[config.mk]
export PLATFORM = sky130hd
export DESIGN_NAME = seg_xlate
export DESIGN_NICKNAME = d
export VERILOG_FILES = /design/src/rtl/seg_xlate_pkg.sv /design/src/rtl/seg_xlate_ctrl.sv /design/src/rtl/seg_xlate_dp.sv /design/src/rtl/seg_xlate.sv
export SDC_FILE = /design/constraint.sdc
export NUM_CORES = 1
export LEC_CHECK = 0
export BUFFER_PORTS_ARGS = -buffer_cell sky130_fd_sc_hd__buf_2
export CORE_AREA = 2 2 200 202
export DETAILED_ROUTE_END_ITERATION = 10
export DIE_AREA = 0 0 202 204
export PLACE_DENSITY = 0.51
export SETUP_SLACK_MARGIN = 0.1
export SYNTH_ARGS = -nofsm -noshare
export SYNTH_HDL_FRONTEND = slang
export SYNTH_SLANG_ARGS = --single-unit
[constraint.sdc]
create_clock -name clk -period 2.7 [get_ports clk]
set_clock_uncertainty 0.2 [all_clocks]
set_input_delay 0.54 -clock clk [delete_from_list [all_inputs] [get_ports clk]]
set_output_delay 0.54 -clock clk [all_outputs]
set_load 0.02 [all_outputs]
[src/rtl/seg_xlate_pkg.sv]
package seg_xlate_pkg;

  typedef enum logic [1:0] {
    CAUSE_NONE    = 2'd0,
    CAUSE_INVALID = 2'd1,
    CAUSE_LIMIT   = 2'd2,
    CAUSE_CARRY   = 2'd3
  } trap_cause_e;

  typedef struct packed {
    logic tableWr;
    logic rspLoad;
    logic rspIdle;
  } xlate_strobe_t;

endpackage

[src/rtl/seg_xlate_ctrl.sv]
module seg_xlate_ctrl
  import seg_xlate_pkg::*;
(
  input  logic          clk,
  input  logic          rst_n,
  input  logic          cfgWe,
  input  logic          reqValid,
  output xlate_strobe_t strobe,
  output logic          rspValid
);

  always_comb begin
    strobe.tableWr = cfgWe;
    strobe.rspLoad = reqValid;
    strobe.rspIdle = !reqValid;
  end

  always_ff @(posedge clk or negedge rst_n) begin
    if (!rst_n) rspValid <= 1'b0;
    else        rspValid <= reqValid;
  end

endmodule

[src/rtl/seg_xlate_dp.sv]
module seg_xlate_dp
  import seg_xlate_pkg::*;
#(
  parameter int NUM_SEG = 8,
  parameter int ADDR_W  = 16,
  localparam int SEG_W  = (NUM_SEG > 1) ? $clog2(NUM_SEG) : 1
) (
  input  logic              clk,
  input  logic              rst_n,
  input  xlate_strobe_t     strobe,
  input  logic [SEG_W-1:0]  cfgSeg,
  input  logic [ADDR_W-1:0] cfgBase,
  input  logic [ADDR_W-1:0] cfgLen,
  input  logic              cfgValid,
  input  logic [SEG_W-1:0]  reqSeg,
  input  logic [ADDR_W-1:0] reqOff,
  output logic [ADDR_W-1:0] rspAddr,
  output logic              rspTrap,
  output logic [1:0]        rspCause
);

  logic [ADDR_W-1:0] baseMem [NUM_SEG];
  logic [ADDR_W-1:0] lenMem  [NUM_SEG];
  logic [NUM_SEG-1:0] validMem;

  // Table storage: one write port, reads see the pre-edge contents.
  always_ff @(posedge clk or negedge rst_n) begin
    if (!rst_n) begin
      validMem <= '0;
      for (int i = 0; i < NUM_SEG; i++) begin
        baseMem[i] <= '0;
        lenMem[i]  <= '0;
      end
    end else if (strobe.tableWr && (int'(cfgSeg) < NUM_SEG)) begin
      validMem[cfgSeg] <= cfgValid;
      baseMem[cfgSeg]  <= cfgBase;
      lenMem[cfgSeg]   <= cfgLen;
    end
  end

  // Lookup
  logic              inRange;
  logic              selValid;
  logic [ADDR_W-1:0] selBase;
  logic [ADDR_W-1:0] selLen;
  logic [ADDR_W:0]   sum;
  trap_cause_e       cause;

  always_comb begin
    inRange  = int'(reqSeg) < NUM_SEG;
    selValid = inRange ? validMem[reqSeg] : 1'b0;
    selBase  = inRange ? baseMem[reqSeg] : '0;
    selLen   = inRange ? lenMem[reqSeg] : '0;
    sum      = {1'b0, selBase} + {1'b0, reqOff};
    if (!selValid)            cause = CAUSE_INVALID;
    else if (reqOff >= selLen) cause = CAUSE_LIMIT;
    else if (sum[ADDR_W])     cause = CAUSE_CARRY;
    else                      cause = CAUSE_NONE;
  end

  // Registered response
  always_ff @(posedge clk or negedge rst_n) begin
    if (!rst_n) begin
      rspAddr  <= '0;
      rspTrap  <= 1'b0;
      rspCause <= 2'd0;
    end else if (strobe.rspLoad) begin
      rspCause <= cause;
      rspTrap  <= (cause != CAUSE_NONE);
      rspAddr  <= (cause == CAUSE_NONE) ? sum[ADDR_W-1:0] : '0;
    end else if (strobe.rspIdle) begin
      rspAddr  <= '0;
      rspTrap  <= 1'b0;
      rspCause <= 2'd0;
    end
  end

endmodule

[src/rtl/seg_xlate.sv]
module seg_xlate
  import seg_xlate_pkg::*;
#(
  parameter int NUM_SEG = 8,
  parameter int ADDR_W  = 16,
  localparam int SEG_W  = (NUM_SEG > 1) ? $clog2(NUM_SEG) : 1
) (
  input  logic              clk,
  input  logic              rst_n,
  input  logic              cfgWe,
  input  logic [SEG_W-1:0]  cfgSeg,
  input  logic [ADDR_W-1:0] cfgBase,
  input  logic [ADDR_W-1:0] cfgLen,
  input  logic              cfgValid,
  input  logic              reqValid,
  input  logic [SEG_W-1:0]  reqSeg,
  input  logic [ADDR_W-1:0] reqOff,
  output logic              rspValid,
  output logic [ADDR_W-1:0] rspAddr,
  output logic              rspTrap,
  output logic [1:0]        rspCause
);

  xlate_strobe_t strobe;

  seg_xlate_ctrl u_ctrl (
    .clk      (clk),
    .rst_n    (rst_n),
    .cfgWe    (cfgWe),
    .reqValid (reqValid),
    .strobe   (strobe),
    .rspValid (rspValid)
  );

  seg_xlate_dp #(.NUM_SEG(NUM_SEG), .ADDR_W(ADDR_W)) u_dp (
    .clk      (clk),
    .rst_n    (rst_n),
    .strobe   (strobe),
    .cfgSeg   (cfgSeg),
    .cfgBase  (cfgBase),
    .cfgLen   (cfgLen),
    .cfgValid (cfgValid),
    .reqSeg   (reqSeg),
    .reqOff   (reqOff),
    .rspAddr  (rspAddr),
    .rspTrap  (rspTrap),
    .rspCause (rspCause)
  );

endmodule

==> summary.txt <==
Power
  • Overall Power: 13100 uW
  • Peak VDD IR: roughly 0.00048 V
  • Lkg Pwr: 0.00728 uW
  • PwrDens: a little under 800 mW/mm2

Yosys
  • Synth async-reset ratio: between 90% and 100%
  • Syn Inst Count: 868
  • Synth warn: 0
  • Syn avg cell area: 15.5 um2
  • Post-Syn Area: 0.0134 mm2
  • Top-count cell post-synth: dfrtp_1
  • Synth top area cells: dfrtp_1, mux2_2, mux4_2
  • Seq/Total Area, Yosys: between 50% and 60%
  • Syn Nets: 960
  • Register bit total from synthesis: 284
  • Netlist cell types: 49
  • Post-synth top area share: between 50% and 60%
  • Largest area contributor in the netlist: dfrtp_1
  • Commonest cells post-synth: dfrtp_1, mux2_2, mux4_2, ha_1
  • Top FF cell, synth: dfrtp_1
  • EDFF count, synth: 0

Run status
  • Outcome: complete, but fails checks
  • Failing checks: setup timing

Place
  • HPWL after DPL: 21400 um
  • Setup Slack @ Placement: -0.957 ns
  • Placed cells: roughly 1.5k
  • Port Buffers: between 70 and 80
  • Final GP Congestion: 0.761

Drt
  • Drt wl/cell: 21.2 um
  • Final ANT Viol Nets: 0
  • Total vias in the final route: between 7k and 8k
  • Drt total wl: 33800 um
  • Initial DRT Pass Iterations: 4
  • Vias per cell: 4.97
  • Initial DRC count: between 300 and 400
  • DRC Markers: 0

Worst hold path
  • Hold Startpoint: cfgLen[14]
  • Hold Crit Class: primary input to register
  • Hold worst-path end: u_dp.lenMem[78]
  • Hold Path Cell Cnt: 2

STA
  • Tmin final: 3.03 ns
  • Setup violators final: 19
  • Setup_tns: -5.05 ns
  • Worst Max-Slew Pin Slew: 0.493 ns
  • Fmax: 0.330 GHz
  • Slew HR: 67.1%
  • Setup WS post-layout: -0.331 ns
  • Final Max Tran Viols: 0
  • RSZ-0062 raised after global routing: yes
  • Final Hold Fails: 0
  • Post-route clock period utilization: 112%

Clocking
  • Clk slew on worst S/H paths: 0.06 ns
  • CTS Sinks: 284
  • H-Tree Level Count: 1
  • CTS buffer count: 31
  • Worst-Skew Late Latency: 0.56 ns
  • CTS tree: done
  • Root Driver: clkbuf_16
  • Longest Clk Path Bufs: 3

Global route
  • First-pass GRT wire length: roughly 53000 um
  • Initial antenna violation count: 5
  • Pin count of the biggest net entering global routing: 58
  • Total global routing track utilization: 16.9%
  • Vias in the first global route: 8693
  • Grt total ovfl: 0

Floorplanning
  • Die area: 0.0412 mm2
  • Starting density of the core: approximately 34%
  • Die Span Y: 204 um
  • Die width: 202 um
  • I/O Pins: around 80
  • # rows: 73
  • Core area: ~0.039 mm2

Setup path
  • R2R Path End: u_dp.rspAddr[2]
  • Critical Path RT: 2.98 ns
  • Worst setup EP type: register
  • Worst path arrival time: 3.31 ns
  • Critical Path Start Type: register
  • Crit path max fanout: 16
  • Reg2reg path depth: 10
  • Reg2reg start: u_dp.lenMem[48]
  • Internal reg-to-reg setup slack: -0.33 ns
  • Crit Path Category: register to register

Cells and area
  • Post-route insts no fill: ~1.6k
  • Fin nets: 1137
  • Fillers: roughly 3.6k
  • Area Overhead vs Synth: 24.3%
  • Share of cells above drive strength 1: 57.5%

Job
  • Max-cap violations: 0
[power breakdown]
part           internal [uW]  leakage [uW]  switching [uW]
logic                   2010       0.00336            1380
registers               5170       0.00344             426
clock network           2370      0.000479            1720
[repair_timing]
action	4_1_cts	5_1_grt
setup endpoints to repair	19	19
buffers inserted	8	1
hold buffers	2	0
gates cloned	2	0
hold endpoints to repair	53	0
pin swaps	4	1
gates resized for setup	19	6
[worst max-delay path by stage]
stage | cells past startpoint | endpoint | slack [ns] | from
after floorplan | 12 | u_dp.rspAddr[8] | -0.63 | reqSeg[0]
after global placement | 14 | u_dp.rspAddr[4] | -0.90 | reqSeg[0]
after detailed placement | 14 | u_dp.rspAddr[2] | -0.96 | reqSeg[0]
after CTS | 10 | u_dp.rspAddr[2] | -0.37 | u_dp.lenMem[0]
after global routing | 12 | u_dp.rspAddr[10] | -0.42 | u_dp.baseMem[80]
final | 10 | u_dp.rspAddr[2] | -0.33 | u_dp.lenMem[48]
[sequential cells by signal, indices dropped and copies added, names as in the netlist]
name,flops
u_dp.validMem,8
u_ctrl.rspValid,1
u_dp.baseMem,128
u_dp.lenMem,128
u_dp.rspAddr,16
u_dp.rspTrap,1
u_dp.rspCause,2
[layout make-up]
class	instances	area, um2	share of cell area, %
Antenna cell	2	5.00	0.0299
Clock buffer	47	896	5.36
Clock inverter	9	80.1	0.479
Inverter	5	18.8	0.112
Multi-Input combinational cell	532	6330	37.8
Sequential cell	284	7110	42.5
Tap cell	525	657	3.93
Timing Repair Buffer	191	1630	9.74
[critical path, cell delays in order, from the launching register on]
cell	delay, ns
dfrtp_1	0.39
mux4_2	0.47
mux2_4	0.30
ha_4	0.21
nand2b_4	0.13
a211o_1	0.29
a21oi_4	0.18
o41ai_4	0.11
nor4_4	0.33
buf_12	0.17
nor3b_2	0.16
[through the flow]
stage          utilization [%]  instance area, um2  hold slack (ns)
2_1_floorplan                -               13600           0.0444
3_3_place_gp              39.5               15500            0.282
3_5_place_dp              39.5               15500            0.289
4_1_cts                   42.5               16700           0.0828
5_1_grt                   42.7               16700            0.101
6_report                  42.7               16700            0.114
[layer usage]
| layer | vias up | part of all wire, % | track usage [%] |
|---|---|---|---|
| li1 | 3629 | - | - |
| met4 | 6 | 1.7 | 3.47 |
| met1 | 4130 | 49 | 24.8 |
| met5 | - | 0.12 | 0 |
| met3 | 43 | 3.6 | 2.55 |
| met2 | 118 | 46 | 26.8 |
[layout by cell type (no fill, tap or decap), drive strengths merged, types with 6 or more instances in the layout]
| cell | Yosys | routed |
|---|---|---|
| xor2 | 6 | 6 |
| mux2i | 16 | 16 |
| a21oi | 22 | 22 |
| mux2 | 281 | 281 |
| inv | 5 | 6 |
| nor3b | 6 | 6 |
| o21ai | 11 | 11 |
| and2 | 9 | 9 |
| clkinv | 0 | 6 |
| ha | 32 | 32 |
| o21a | 7 | 7 |
| buf | 27 | 188 |
| dfrtp | 284 | 284 |
| clkbuf | 20 | 47 |
| nand2 | 16 | 16 |
| mux4 | 66 | 66 |
[logic make-up (layout without fill, tap and decap cells)]
kind of cell | count (synthesis) | in the layout | synth area share [%]
DFF | 284 | 284 | 52.8
buffers and inverters | 52 | 252 | 1.70
muxes | 363 | 363 | 35.8
adders and majority gates | 33 | 33 | 3.13
xor gates and xnor gates | 8 | 8 | 0.521
and+or+nand+nor | 68 | 68 | 3.13
AOI/OAI and AO/OA | 60 | 60 | 2.90
other | 0 | 2 | 0
Power figures use the tool's default switching activity.
